File: src/rtl/pio_pkg.sv
package pio_pkg;

  localparam int unsigned DATA_W = 32;

  // Shared words (6-pin port, input-only and output-only groups)
  localparam int unsigned OFS_GRP_IN   = 32'h000;
  localparam int unsigned OFS_GRP_OSET = 32'h004;
  localparam int unsigned OFS_GRP_OCLR = 32'h008;
  localparam int unsigned OFS_GRP_OST  = 32'h00C;
  // 13-pin port (direction words also carry the 6-pin port)
  localparam int unsigned OFS_C_DSET   = 32'h010;
  localparam int unsigned OFS_C_DCLR   = 32'h014;
  localparam int unsigned OFS_C_DST    = 32'h018;
  localparam int unsigned OFS_C_IN     = 32'h01C;
  localparam int unsigned OFS_C_OSET   = 32'h020;
  localparam int unsigned OFS_C_OCLR   = 32'h024;
  localparam int unsigned OFS_MUX_SET  = 32'h028;
  localparam int unsigned OFS_MUX_CLR  = 32'h02C;
  localparam int unsigned OFS_MUX_ST   = 32'h030;
  // Regular banks: base plus bank-relative offsets
  localparam int unsigned OFS_A_BASE   = 32'h040;
  localparam int unsigned OFS_B_BASE   = 32'h060;
  localparam int unsigned BK_IN        = 32'h000;
  localparam int unsigned BK_OSET      = 32'h004;
  localparam int unsigned BK_OCLR      = 32'h008;
  localparam int unsigned BK_OST       = 32'h00C;
  localparam int unsigned BK_DSET      = 32'h010;
  localparam int unsigned BK_DCLR      = 32'h014;
  localparam int unsigned BK_DST       = 32'h018;

  // Readable word indices
  localparam int unsigned RD_GRP_IN = 0;
  localparam int unsigned RD_GRP_OST = 1;
  localparam int unsigned RD_C_DST  = 2;
  localparam int unsigned RD_C_IN   = 3;
  localparam int unsigned RD_MUX_ST = 4;
  localparam int unsigned RD_A_IN   = 5;
  localparam int unsigned RD_A_OST  = 6;
  localparam int unsigned RD_A_DST  = 7;
  localparam int unsigned RD_B_IN   = 8;
  localparam int unsigned RD_B_OST  = 9;
  localparam int unsigned RD_B_DST  = 10;
  localparam int unsigned NRD       = 11;

  function automatic int unsigned rd_ofs(input int unsigned idx);
    case (idx)
      RD_GRP_IN:  return OFS_GRP_IN;
      RD_GRP_OST: return OFS_GRP_OST;
      RD_C_DST:   return OFS_C_DST;
      RD_C_IN:    return OFS_C_IN;
      RD_MUX_ST:  return OFS_MUX_ST;
      RD_A_IN:    return OFS_A_BASE + BK_IN;
      RD_A_OST:   return OFS_A_BASE + BK_OST;
      RD_A_DST:   return OFS_A_BASE + BK_DST;
      RD_B_IN:    return OFS_B_BASE + BK_IN;
      RD_B_OST:   return OFS_B_BASE + BK_OST;
      default:    return OFS_B_BASE + BK_DST;
    endcase
  endfunction

endpackage

File: src/rtl/pio_sync.sv
module pio_sync #(
  parameter int W = 8
) (
  input  logic         clk,
  input  logic         rst_n,
  input  logic [W-1:0] d_i,
  output logic [W-1:0] q_o
);

  logic [W-1:0] meta_q;
  logic [1:0]   warm_q;
  logic [1:0]   warm_d;
  logic         warm_en;

  always_ff @(posedge clk or negedge rst_n) begin
    if (!rst_n) begin
      meta_q <= '0;
      q_o    <= '0;
    end else begin
      meta_q <= d_i;
      q_o    <= meta_q;
    end
  end

  // Edge count since reset, saturating at 2; qualifies the latency check
  always_comb begin
    warm_en = (warm_q != 2'd2);
    warm_d  = warm_q + 2'd1;
  end

  always_ff @(posedge clk or negedge rst_n) begin
    if (!rst_n)       warm_q <= 2'd0;
    else if (warm_en) warm_q <= warm_d;
  end

  AST_SYNC_TWO_EDGES: assert property (@(posedge clk) disable iff (!rst_n)
    (warm_q == 2'd2) |-> (q_o == $past(d_i, 2)));

endmodule

File: src/rtl/pio_setclr.sv
module pio_setclr #(
  parameter int W = 8
) (
  input  logic         clk,
  input  logic         rst_n,
  input  logic [W-1:0] set_i,
  input  logic [W-1:0] clr_i,
  output logic [W-1:0] q_o
);

  logic [W-1:0] q_d;
  logic         q_en;

  always_comb begin
    q_en = (|set_i) | (|clr_i);
    q_d  = (q_o | set_i) & ~clr_i;
  end

  always_ff @(posedge clk or negedge rst_n) begin
    if (!rst_n)    q_o <= '0;
    else if (q_en) q_o <= q_d;
  end

  AST_SC_EXCLUSIVE: assert property (@(posedge clk) disable iff (!rst_n)
    ((set_i & clr_i) == '0));

  AST_SET_FORCES_ONE: assert property (@(posedge clk) disable iff (!rst_n)
    ((|set_i) && !(|clr_i)) |=> ((q_o & $past(set_i)) == $past(set_i)));

  AST_CLR_FORCES_ZERO: assert property (@(posedge clk) disable iff (!rst_n)
    ((|clr_i) && !(|set_i)) |=> ((q_o & $past(clr_i)) == '0));

  AST_ZERO_BITS_HOLD: assert property (@(posedge clk) disable iff (!rst_n)
    1'b1 |=> ((($past(q_o) ^ q_o) & ~$past(set_i | clr_i)) == '0));

endmodule

File: src/rtl/pio_bank.sv
module pio_bank
  import pio_pkg::*;
#(
  parameter int          W      = 8,
  parameter int          ADDR_W = 8,
  parameter int unsigned BASE   = 32'h040
) (
  input  logic              clk,
  input  logic              rst_n,
  input  logic              wr_en,
  input  logic [ADDR_W-1:0] wr_addr,
  input  logic [W-1:0]      wr_data,
  input  logic [W-1:0]      pin_in,
  output logic [W-1:0]      pin_out,
  output logic [W-1:0]      pin_oe,
  output logic [DATA_W-1:0] rd_in_w,
  output logic [DATA_W-1:0] rd_out_w,
  output logic [DATA_W-1:0] rd_dir_w
);

  localparam logic [ADDR_W-1:0] A_OSET = ADDR_W'(BASE + BK_OSET);
  localparam logic [ADDR_W-1:0] A_OCLR = ADDR_W'(BASE + BK_OCLR);
  localparam logic [ADDR_W-1:0] A_DSET = ADDR_W'(BASE + BK_DSET);
  localparam logic [ADDR_W-1:0] A_DCLR = ADDR_W'(BASE + BK_DCLR);

  logic [W-1:0] out_set, out_clr, dir_set, dir_clr;
  logic [W-1:0] in_sync;

  always_comb begin
    out_set = (wr_en && wr_addr == A_OSET) ? wr_data : '0;
    out_clr = (wr_en && wr_addr == A_OCLR) ? wr_data : '0;
    dir_set = (wr_en && wr_addr == A_DSET) ? wr_data : '0;
    dir_clr = (wr_en && wr_addr == A_DCLR) ? wr_data : '0;
  end

  pio_setclr #(.W(W)) u_out (
    .clk(clk), .rst_n(rst_n), .set_i(out_set), .clr_i(out_clr), .q_o(pin_out)
  );

  pio_setclr #(.W(W)) u_dir (
    .clk(clk), .rst_n(rst_n), .set_i(dir_set), .clr_i(dir_clr), .q_o(pin_oe)
  );

  pio_sync #(.W(W)) u_sync (
    .clk(clk), .rst_n(rst_n), .d_i(pin_in), .q_o(in_sync)
  );

  always_comb begin
    rd_in_w  = DATA_W'(in_sync);
    rd_out_w = DATA_W'(pin_out);
    rd_dir_w = DATA_W'(pin_oe);
  end

  AST_BANK_DIRCLR_INPUT: assert property (@(posedge clk) disable iff (!rst_n)
    (wr_en && wr_addr == A_DCLR) |=> ((pin_oe & $past(wr_data)) == '0));

endmodule

File: src/rtl/pio_rdmux.sv
module pio_rdmux
  import pio_pkg::*;
#(
  parameter int ADDR_W = 8
) (
  input  logic                       clk,
  input  logic                       rst_n,
  input  logic [ADDR_W-1:0]          addr_i,
  input  logic [NRD-1:0][DATA_W-1:0] words_i,
  output logic [DATA_W-1:0]          rdata_o
);

  logic [NRD-1:0] hit;

  always_comb begin
    rdata_o = '0;
    for (int i = 0; i < NRD; i++) begin
      hit[i] = (addr_i == ADDR_W'(rd_ofs(i)));
      if (hit[i]) rdata_o = rdata_o | words_i[i];
    end
  end

  AST_RD_ONE_SOURCE: assert property (@(posedge clk) disable iff (!rst_n)
    $onehot0(hit));

  AST_RD_MISS_ZERO: assert property (@(posedge clk) disable iff (!rst_n)
    (hit == '0) |-> (rdata_o == '0));

endmodule

File: src/rtl/pio_regfile.sv
module pio_regfile
  import pio_pkg::*;
#(
  parameter int ADDR_W    = 8,
  parameter int A_W       = 8,
  parameter int B_W       = 24,
  parameter int C_W       = 13,
  parameter int D_W       = 6,
  parameter int GI_W      = 29,
  parameter int GO_W      = 24,
  parameter int MUX_W     = 4,
  parameter int D_OUT_LSB = 25,
  parameter int D_IN_LSB  = 10,
  parameter int D_IN_TOP  = 24
) (
  input  logic              clk,
  input  logic              rst_n,
  input  logic [ADDR_W-1:0] bus_addr,
  input  logic              bus_we,
  input  logic [31:0]       bus_wdata,
  output logic [31:0]       bus_rdata,
  input  logic [A_W-1:0]    pa_in,
  output logic [A_W-1:0]    pa_out,
  output logic [A_W-1:0]    pa_oe,
  input  logic [B_W-1:0]    pb_in,
  output logic [B_W-1:0]    pb_out,
  output logic [B_W-1:0]    pb_oe,
  input  logic [C_W-1:0]    pc_in,
  output logic [C_W-1:0]    pc_out,
  output logic [C_W-1:0]    pc_oe,
  input  logic [D_W-1:0]    pd_in,
  output logic [D_W-1:0]    pd_out,
  output logic [D_W-1:0]    pd_oe,
  input  logic [GI_W-1:0]   sense_in,
  output logic [GO_W-1:0]   drive_out,
  output logic [MUX_W-1:0]  alt_sel
);

  localparam logic [ADDR_W-1:0] A_GRP_OSET = ADDR_W'(OFS_GRP_OSET);
  localparam logic [ADDR_W-1:0] A_GRP_OCLR = ADDR_W'(OFS_GRP_OCLR);
  localparam logic [ADDR_W-1:0] A_C_DSET   = ADDR_W'(OFS_C_DSET);
  localparam logic [ADDR_W-1:0] A_C_DCLR   = ADDR_W'(OFS_C_DCLR);
  localparam logic [ADDR_W-1:0] A_C_OSET   = ADDR_W'(OFS_C_OSET);
  localparam logic [ADDR_W-1:0] A_C_OCLR   = ADDR_W'(OFS_C_OCLR);
  localparam logic [ADDR_W-1:0] A_MUX_SET  = ADDR_W'(OFS_MUX_SET);
  localparam logic [ADDR_W-1:0] A_MUX_CLR  = ADDR_W'(OFS_MUX_CLR);
  localparam int                D_LO_N     = D_W - 1;

  // Reset: asserted asynchronously, released on a clock edge
  logic [1:0] rst_pipe_q;
  logic       rst_core_n;

  always_ff @(posedge clk or negedge rst_n) begin
    if (!rst_n) rst_pipe_q <= 2'b00;
    else        rst_pipe_q <= {rst_pipe_q[0], 1'b1};
  end
  assign rst_core_n = rst_pipe_q[1];

  // Write decode for the shared and irregular words
  logic                wr_grp_oset, wr_grp_oclr, wr_c_dset, wr_c_dclr;
  logic                wr_c_oset, wr_c_oclr, wr_mux_set, wr_mux_clr;
  logic [C_W-1:0]      c_out_set, c_out_clr, c_dir_set, c_dir_clr;
  logic [D_W-1:0]      d_out_set, d_out_clr, d_dir_set, d_dir_clr;
  logic [GO_W-1:0]     go_set, go_clr;
  logic [MUX_W-1:0]    mux_set, mux_clr;

  always_comb begin
    wr_grp_oset = bus_we && (bus_addr == A_GRP_OSET);
    wr_grp_oclr = bus_we && (bus_addr == A_GRP_OCLR);
    wr_c_dset   = bus_we && (bus_addr == A_C_DSET);
    wr_c_dclr   = bus_we && (bus_addr == A_C_DCLR);
    wr_c_oset   = bus_we && (bus_addr == A_C_OSET);
    wr_c_oclr   = bus_we && (bus_addr == A_C_OCLR);
    wr_mux_set  = bus_we && (bus_addr == A_MUX_SET);
    wr_mux_clr  = bus_we && (bus_addr == A_MUX_CLR);

    c_out_set = wr_c_oset   ? bus_wdata[C_W-1:0]           : '0;
    c_out_clr = wr_c_oclr   ? bus_wdata[C_W-1:0]           : '0;
    c_dir_set = wr_c_dset   ? bus_wdata[C_W-1:0]           : '0;
    c_dir_clr = wr_c_dclr   ? bus_wdata[C_W-1:0]           : '0;
    d_dir_set = wr_c_dset   ? bus_wdata[D_OUT_LSB +: D_W]  : '0;
    d_dir_clr = wr_c_dclr   ? bus_wdata[D_OUT_LSB +: D_W]  : '0;
    d_out_set = wr_grp_oset ? bus_wdata[D_OUT_LSB +: D_W]  : '0;
    d_out_clr = wr_grp_oclr ? bus_wdata[D_OUT_LSB +: D_W]  : '0;
    go_set    = wr_grp_oset ? bus_wdata[GO_W-1:0]          : '0;
    go_clr    = wr_grp_oclr ? bus_wdata[GO_W-1:0]          : '0;
    mux_set   = wr_mux_set  ? bus_wdata[MUX_W-1:0]         : '0;
    mux_clr   = wr_mux_clr  ? bus_wdata[MUX_W-1:0]         : '0;
  end

  // Regular banks
  logic [DATA_W-1:0] a_in_w, a_out_w, a_dir_w, b_in_w, b_out_w, b_dir_w;

  pio_bank #(.W(A_W), .ADDR_W(ADDR_W), .BASE(OFS_A_BASE)) u_bank_a (
    .clk(clk), .rst_n(rst_core_n), .wr_en(bus_we), .wr_addr(bus_addr),
    .wr_data(bus_wdata[A_W-1:0]), .pin_in(pa_in), .pin_out(pa_out), .pin_oe(pa_oe),
    .rd_in_w(a_in_w), .rd_out_w(a_out_w), .rd_dir_w(a_dir_w)
  );

  pio_bank #(.W(B_W), .ADDR_W(ADDR_W), .BASE(OFS_B_BASE)) u_bank_b (
    .clk(clk), .rst_n(rst_core_n), .wr_en(bus_we), .wr_addr(bus_addr),
    .wr_data(bus_wdata[B_W-1:0]), .pin_in(pb_in), .pin_out(pb_out), .pin_oe(pb_oe),
    .rd_in_w(b_in_w), .rd_out_w(b_out_w), .rd_dir_w(b_dir_w)
  );

  // 13-pin port
  logic [C_W-1:0] c_sync;

  pio_setclr #(.W(C_W)) u_c_out (
    .clk(clk), .rst_n(rst_core_n), .set_i(c_out_set), .clr_i(c_out_clr), .q_o(pc_out)
  );
  pio_setclr #(.W(C_W)) u_c_dir (
    .clk(clk), .rst_n(rst_core_n), .set_i(c_dir_set), .clr_i(c_dir_clr), .q_o(pc_oe)
  );
  pio_sync #(.W(C_W)) u_c_sync (
    .clk(clk), .rst_n(rst_core_n), .d_i(pc_in), .q_o(c_sync)
  );

  // 6-pin port, scattered across shared words
  logic [D_W-1:0] d_sync;

  pio_setclr #(.W(D_W)) u_d_out (
    .clk(clk), .rst_n(rst_core_n), .set_i(d_out_set), .clr_i(d_out_clr), .q_o(pd_out)
  );
  pio_setclr #(.W(D_W)) u_d_dir (
    .clk(clk), .rst_n(rst_core_n), .set_i(d_dir_set), .clr_i(d_dir_clr), .q_o(pd_oe)
  );
  pio_sync #(.W(D_W)) u_d_sync (
    .clk(clk), .rst_n(rst_core_n), .d_i(pd_in), .q_o(d_sync)
  );

  // Input-only, output-only and select
  logic [GI_W-1:0] gi_sync;

  pio_sync #(.W(GI_W)) u_gi_sync (
    .clk(clk), .rst_n(rst_core_n), .d_i(sense_in), .q_o(gi_sync)
  );
  pio_setclr #(.W(GO_W)) u_go (
    .clk(clk), .rst_n(rst_core_n), .set_i(go_set), .clr_i(go_clr), .q_o(drive_out)
  );
  pio_setclr #(.W(MUX_W)) u_mux (
    .clk(clk), .rst_n(rst_core_n), .set_i(mux_set), .clr_i(mux_clr), .q_o(alt_sel)
  );

  // Read words
  logic [NRD-1:0][DATA_W-1:0] rd_words;
  logic [DATA_W-1:0]          grp_in_w;

  always_comb begin
    grp_in_w = '0;
    for (int i = 0; i < GI_W; i++) grp_in_w[i] = gi_sync[i];
    for (int j = 0; j < D_LO_N; j++) grp_in_w[D_IN_LSB + j] = d_sync[j];
    grp_in_w[D_IN_TOP] = d_sync[D_W-1];

    rd_words             = '0;
    rd_words[RD_GRP_IN]  = grp_in_w;
    rd_words[RD_GRP_OST] = DATA_W'(drive_out) | (DATA_W'(pd_out) << D_OUT_LSB);
    rd_words[RD_C_DST]   = DATA_W'(pc_oe) | (DATA_W'(pd_oe) << D_OUT_LSB);
    rd_words[RD_C_IN]    = DATA_W'(c_sync);
    rd_words[RD_MUX_ST]  = DATA_W'(alt_sel);
    rd_words[RD_A_IN]    = a_in_w;
    rd_words[RD_A_OST]   = a_out_w;
    rd_words[RD_A_DST]   = a_dir_w;
    rd_words[RD_B_IN]    = b_in_w;
    rd_words[RD_B_OST]   = b_out_w;
    rd_words[RD_B_DST]   = b_dir_w;
  end

  pio_rdmux #(.ADDR_W(ADDR_W)) u_rdmux (
    .clk(clk), .rst_n(rst_core_n), .addr_i(bus_addr), .words_i(rd_words), .rdata_o(bus_rdata)
  );

  // Bits of the bus and of the input group that no register holds
  logic unused_bits;
  assign unused_bits = ^{bus_wdata, gi_sync};

  AST_C_DIRSET_DRIVES: assert property (@(posedge clk) disable iff (!rst_core_n)
    (bus_we && bus_addr == A_C_DSET) |=>
      ((pc_oe & $past(bus_wdata[C_W-1:0])) == $past(bus_wdata[C_W-1:0])));

  AST_D_DIR_SHARED: assert property (@(posedge clk) disable iff (!rst_core_n)
    (bus_we && bus_addr == A_C_DCLR) |=>
      ((pd_oe & $past(bus_wdata[D_OUT_LSB +: D_W])) == '0));

  AST_GO_SET_VISIBLE: assert property (@(posedge clk) disable iff (!rst_core_n)
    (bus_we && bus_addr == A_GRP_OSET) |=>
      ((drive_out & $past(bus_wdata[GO_W-1:0])) == $past(bus_wdata[GO_W-1:0])));

  AST_MUX_CLR_VISIBLE: assert property (@(posedge clk) disable iff (!rst_core_n)
    (bus_we && bus_addr == A_MUX_CLR) |=>
      ((alt_sel & $past(bus_wdata[MUX_W-1:0])) == '0));

  AST_NO_WE_NO_CHANGE: assert property (@(posedge clk) disable iff (!rst_core_n)
    !bus_we |=> $stable({pa_out, pa_oe, pb_out, pb_oe, pc_out, pc_oe,
                         pd_out, pd_oe, drive_out, alt_sel}));

  AST_SETADDR_READS_ZERO: assert property (@(posedge clk) disable iff (!rst_core_n)
    (bus_addr == A_GRP_OSET || bus_addr == A_C_DCLR || bus_addr == A_MUX_SET) |->
      (bus_rdata == '0));

endmodule

File: config.mk
export PLATFORM = sky130hd
export DESIGN_NAME = pio_regfile
export DESIGN_NICKNAME = d
export VERILOG_FILES = /design/src/rtl/pio_pkg.sv /design/src/rtl/pio_sync.sv /design/src/rtl/pio_setclr.sv /design/src/rtl/pio_bank.sv /design/src/rtl/pio_rdmux.sv /design/src/rtl/pio_regfile.sv
export SDC_FILE = /design/constraint.sdc
export NUM_CORES = 1
export LEC_CHECK = 0
export ABC_AREA = 1
export BUFFER_PORTS_ARGS = -buffer_cell sky130_fd_sc_hd__buf_2
export CORE_MARGIN = 1.5
export CORE_UTILIZATION = 50
export DETAILED_ROUTE_END_ITERATION = 10
export PLACE_DENSITY = 0.76
export SLEW_MARGIN = 15
export SYNTH_ARGS = -nofsm -noshare
export SYNTH_HDL_FRONTEND = slang
export SYNTH_SLANG_ARGS = --single-unit
File: constraint.sdc
create_clock -name clk -period 10.3 [get_ports clk]
set_clock_uncertainty 0.1 [all_clocks]
set_input_delay 0.515 -clock clk [delete_from_list [all_inputs] [get_ports clk]]
set_output_delay 0.515 -clock clk [all_outputs]
set_load 0.02 [all_outputs]
# Yosys cells after proc, flatten, opt, wreduce, memory -nomap -nowiden
# Cells that the tools add are included.
dict set report totals {
  register_bits 292
  in_bits 123
  word_cells 167
}
dict set report classes {
  eq_ne 26
  bitwise_logic 52
  n_reduce_logical 37
  n_mux 31
}
# op n
set op_table {}
lappend op_table {{$mux 32} 10}
lappend op_table {{$mux 24} 6}
lappend op_table {{$reduce_or 24->1} 6}
lappend op_table {{$eq 8x7->1 const B} 14}
lappend op_table {{$or 32x24->32} 3}
lappend op_table {{$or 32x8->32} 3}
lappend op_table {{$and 24x24->24} 3}
lappend op_table {{$not 24->24} 3}
lappend op_table {{$or 24x24->24} 3}
lappend op_table {{$or 32x31->32} 2}
lappend op_table {{$mux 13} 4}
lappend op_table {{$reduce_or 13->1} 4}
lappend op_table {{$eq 8x6->1 const B} 5}
lappend op_table {{$eq 8x5->1 const B} 4}
lappend op_table {{$mux 8} 4}
lappend op_table {{$or 32x13->32} 1}
lappend op_table {{$or 32x4->32} 1}
lappend op_table {{$reduce_or 8->1} 4}
lappend op_table {{$or 13x31->31} 1}
lappend op_table {{$or 24x31->31} 1}
lappend op_table {{$mux 29} 1}
lappend op_table {{$and 13x13->13} 2}
lappend op_table {{$not 13->13} 2}
lappend op_table {{$or 13x13->13} 2}
lappend op_table {{other kinds (18)} 57}

# Longest topological paths before layout
dict set report logic_depth {
  depth_word 22
  mapped_depth 10
  ltp_nobuf 9
}

# By module
# From an unflattened synthesis, not the netlist that was laid out.
dict set report hier_totals {
  cells_unflattened 1913
  area_unflattened_um2 15140.8
}
# module area_each_um2 cells_each instances
set modules_own_cells {}
lappend modules_own_cells {pio_rdmux 3574.7 768 1}
lappend modules_own_cells {{pio_setclr at u_bank_b.u_dir ...} 780.7 72 3}
lappend modules_own_cells {{pio_sync at u_gi_sync} 1451.4 58 1}
lappend modules_own_cells {{pio_bank at u_bank_b} 1244.9 229 1}
lappend modules_own_cells {{pio_sync at u_bank_b.u_sync} 1201.2 48 1}
lappend modules_own_cells {pio_regfile 1102.3 213 1}
lappend modules_own_cells {{pio_bank at u_bank_a} 985.9 153 1}
lappend modules_own_cells {{pio_setclr at u_c_dir ...} 422.9 39 2}
lappend modules_own_cells {{pio_sync at u_c_sync} 650.6 26 1}
lappend modules_own_cells {{pio_setclr at u_bank_a.u_dir ...} 260.2 24 2}
lappend modules_own_cells {{pio_sync at u_bank_a.u_sync} 400.4 16 1}
lappend modules_own_cells {{pio_setclr at u_d_dir ...} 195.2 18 2}
lappend modules_own_cells {{pio_sync at u_d_sync} 300.3 12 1}
lappend modules_own_cells {{pio_setclr at u_mux} 130.1 12 1}

# Least setup slack after synthesis
# Ideal clock, no wire load.
dict set report synth_path {
  path_kind {input -> output}
  from {in bus_addr[5]}
  to {out bus_rdata[25]}
  arrival_ps 1522
  n_path_buf 0
  cell_stages 5
  slack_ps 8163
  required_ps 9685
  cell_sequence {inv_1 nand2_1 nor2_2 nand2_1 o221ai_1}
}
dict set report synth_via {
  elab_chain_len 22
  word_cells_on_any_way 32
  classes_between {eq/ne (10); mux (11); bitwise (10); reduce/logical (1)}
}
# item line_no
set synth_lines {}
lappend synth_lines {{start: declaration} pio_regfile.sv:18} ;# input logic [ADDR_W-1:0] bus_addr,
lappend synth_lines {{$logic_not 8->1} pio_rdmux.sv:18} ;# hit[i] = (addr_i == ADDR_W'(rd_ofs(i)));
lappend synth_lines {{$mux 29} pio_rdmux.sv:19} ;# if (hit[i]) rdata_o = rdata_o | words_i[i];
lappend synth_lines {{$or 32x31->32} pio_rdmux.sv:19}
lappend synth_lines {{$mux 32} pio_rdmux.sv:19}
lappend synth_lines {{$or 32x31->32} pio_rdmux.sv:19}
lappend synth_lines {{$mux 32} pio_rdmux.sv:19}
lappend synth_lines {{$or 32x13->32} pio_rdmux.sv:19}
lappend synth_lines {{$mux 32} pio_rdmux.sv:19}
lappend synth_lines {{[6 not listed]} -}
lappend synth_lines {{$or 32x8->32} pio_rdmux.sv:19}
lappend synth_lines {{$mux 32} pio_rdmux.sv:19}
lappend synth_lines {{$or 32x24->32} pio_rdmux.sv:19}
lappend synth_lines {{$mux 32} pio_rdmux.sv:19}
lappend synth_lines {{$or 32x24->32} pio_rdmux.sv:19}
lappend synth_lines {{$mux 32} pio_rdmux.sv:19}
lappend synth_lines {{$or 32x24->32} pio_rdmux.sv:19}
lappend synth_lines {{$mux 32 *} pio_rdmux.sv:19}
lappend synth_lines {{end: declaration} pio_regfile.sv:21} ;# output logic [31:0] bus_rdata,
# Every way passes the cells marked *; elsewhere a longest branch is shown, timed or not.

# Worst setup path after layout
dict set report layout_path {
  from {in bus_addr[7]}
  to {out bus_rdata[6]}
}
# Same word-level chain as after synthesis.

==> flow_summary.json <==
{
  "cp-end-kind": "output pin",
  "grt_use_met2": 0.4993,
  "fmax_mhz": 310.6,
  "post_cts_buffers": 0,
  "setup_tns_ps": 0,
  "use_met1": 0.3956,
  "yosys-top-cells-count": "280 x dfrtp_1, 242 x nand2_1, 165 x nor2_1",
  "synth_edf_count": 0,
  "cpMaxStageDelayCell": "nor2_1",
  "seqPwrFrac": 0.459,
  "cts.clk_slew.worst_paths_ps": 60,
  "synth_top_flop_cell": "dfrtp_1",
  "place_area_um2": 12580,
  "clockRootBuffer": "clkbuf_16",
  "place_hpwl_um": 22150,
  "ios": 285,
  "clkLatencyLatePin_ps": 550,
  "slew_headroom": 0.1554,
  "synth.ff_latch_count": 280,
  "whs_ps": 100.9,
  "die_width_um": 151.5,
  "drtIter0Drc": 691,
  "pwr-share-comb": 0.074,
  "antenna_found_initial": 1,
  "row_count": 54,
  "avgViaCountPerCell": 5.323,
  "drc_errors": 0,
  "nets": 1622,
  "wl_per_cell_um": 19.74,
  "cap_violations": 0,
  "cts_inserted_buffers": 29,
  "ctsHtreeMaxLevel": 1,
  "drive_above_1_share": 0.2480,
  "wl_um": 35560,
  "grt_max_degree": 83,
  "intPower_mw": 1.989,
  "powerDensity_nw_per_um2": 178.9,
  "gp_congestion": 0.9243,
  "syn_area_um2": 11020,
  "hp-class": "in2reg",
  "critical_path.cell_chain": "buf_2 > nor2_4 > nand2_4 > nor2_1 > nand2_1 > nand3_1 > nor2_1 > nand2_1 > buf_2",
  "grt_pass1_wl_um": 52080,
  "gr-max-usage-layer": "met2",
  "numClockSinks": 280,
  "dr.pass1.iters": 5,
  "yosysTopAreaCell": "dfrtp_1",
  "power.leakage_nw": 7.599,
  "async_flop_share": 1.000,
  "yosysMostFrequentCell": "dfrtp_1",
  "min_period_over_period": 0.3126,
  "use_met3": 0.06257,
  "status": "finished clean",
  "setup_viol_count_final": 0,
  "synth_top_area_frac": 0.6359,
  "start_kind": "primary input",
  "ir_drop_mv": 0.1465,
  "cpPeakStageDelay_ps": 990,
  "die_h_um": 151.5,
  "ctsHoldBuffers": 75,
  "finalHoldViolCount": 0,
  "vias": 9586,
  "min_period_ps": 3220,
  "cts_resized": 0,
  "syn_inst": 1151,
  "crit_type": "in2out",
  "final_cell_area_um2": 14450,
  "p_sw_mw": 0.5952,
  "clk_path_buf_depth": 3,
  "worst_pin_slew_ps": 1262,
  "rsz0062_at_grt": "no",
  "synthDistinctLibCells": 32,
  "die_area_um2": 22940,
  "yosysSeqAreaShare": 0.6359,
  "synthTopCellsByArea": "dfrtp_1 64%, nand2_1 8.2%, nor2_1 5.6%, inv_1 4.7%, nand3_1 2.6%",
  "start_util": 0.5081,
  "ant_nets": 0,
  "grtUsageTotal": 0.3079,
  "crit_arrival_ps": 2600,
  "coreArea_um2": 21690,
  "io_buffers": 275,
  "post_synth.cell_area_avg_um2": 9.574,
  "maxSlewViolCount": 0,
  "syn_nets": 1274,
  "power_frac_clock": 0.467,
  "grt_pass1_vias": 9323,
  "grt_overflow": 0,
  "yosys_warnings": 0,
  "cp.required_ps": 9690,
  "cts_tree": "done",
  "sw_frac_of_total": 0.2303,
  "critPathMaxFanout": 7,
  "area.growth.synth_to_final_pct": 31.09
}
-- through the flow --
step	setup slack, ps	total power, mW	instances	util
3_5_place_dp	7135	1.370	1673	0.5799
2_1_floorplan	1819	1.289	1151	-
4_1_cts	7133	2.592	1800	0.6659
3_3_place_gp	7127	1.366	1673	0.5799
5_1_grt	6978	2.660	1801	0.6660
6_report	7080	2.584	1801	0.6660
-- cells by family after synthesis --
kind of cell / count (synthesis) / synth area share
AND/OR/NAND/NOR: 512 / 0.2009
flip-flops: 280 / 0.6359
buffers and inverters: 188 / 0.07131
AO/OA/AOI/OAI: 169 / 0.09129
other: 2 / 0.0006815
-- layout make-up --
type,count,area [µm²]
fill,1671,7243
timing repair buffer,355,2165
clock inverter,13,281.5
clock buffer,39,833.3
sequential,280,7010
inverter,150,563.0
antenna,1,2.502
multi-input combinational,683,3239
tap,280,350.3
-- critical path, delay by kind of cell --
family	cells	cell delay (ps)
and+or+nand+nor	7	1790
buffers and inverters	2	290
-- path summary, 6_finish.rpt --
path                                                      start                                   end  slack (ps)  cells after the start
max                                                 bus_addr[7]                          bus_rdata[6]        7080                      9
min                                               bus_wdata[30]            u_d_dir.q_o[5]$_DFFE_PN0P_         100                      2
max reg2reg                             rst_pipe_q[1]$_DFF_PN0_  u_bank_b.u_sync.meta_q[16]$_DFF_PN0_        8280                      1
min reg2reg                u_bank_b.u_sync.meta_q[19]$_DFF_PN0_     u_bank_b.u_sync.q_o[19]$_DFF_PN0_         240                      0
max in group asynchronous               rst_pipe_q[1]$_DFF_PN0_  u_bank_b.u_sync.meta_q[16]$_DFF_PN0_        8280                      1
min in group asynchronous                                 rst_n               rst_pipe_q[0]$_DFF_PN0_         180                      2
-- flip-flops by register name, indices dropped and copies added, names as in the netlist, 13 cells and up --
register                cells
u_bank_b.u_dir.q_o         24
u_bank_b.u_out.q_o         24
u_bank_b.u_sync.meta_q     24
u_bank_b.u_sync.q_o        24
u_c_dir.q_o                13
u_c_out.q_o                13
u_c_sync.meta_q            13
u_c_sync.q_o               13
u_gi_sync.meta_q           23
u_gi_sync.q_o              23
u_go.q_o                   24
-- power by group through the flow --
| stage | sequential, mW | combinational [mW] | clock [mW] |
|---|---|---|---|
| after global placement | 1.20 | 0.163 | 0 |
| after CTS | 1.18 | 0.190 | 1.22 |
| after global routing | 1.19 | 0.208 | 1.26 |
| after detailed placement | 1.20 | 0.166 | 0 |
| final | 1.19 | 0.191 | 1.21 |
| after floorplan | 1.24 | 0.0484 | 0 |
-- layer usage --
layer	routed length, µm	part of all wire	vias to the layer above
met1	13680	0.38	4590
met5	0	0	-
met3	3144	0.088	128
met4	1796	0.051	0
li1	-	-	4334
met2	16940	0.48	534
-- placed cells by master, fill, tap and decap left out, types with 3 or more instances in the layout --
cell type / Yosys / layout
dfrtp_1: 280 / 279
buf_2: 16 / 275
nand2_1: 242 / 242
nor2_1: 165 / 164
inv_1: 138 / 138
dlygate4sd3_1: 0 / 75
nand3_1: 57 / 57
a21oi_1: 56 / 56
o21ai_0: 40 / 40
a22oi_1: 37 / 37
clkbuf_16: 0 / 29
o21ai_1: 18 / 18
nand4_1: 12 / 12
inv_2: 10 / 10
nor2_2: 11 / 10
nor2_4: 6 / 8
o21a_1: 8 / 8
bufinv_16: 0 / 8
clkbuf_8: 0 / 7
buf_4: 12 / 5
nand3_2: 4 / 4
a22oi_2: 4 / 4
o221ai_1: 4 / 4
nand2_2: 3 / 3
nand2_4: 3 / 3
clkbuf_1: 8 / 3
Power figures use the tool's default switching activity.
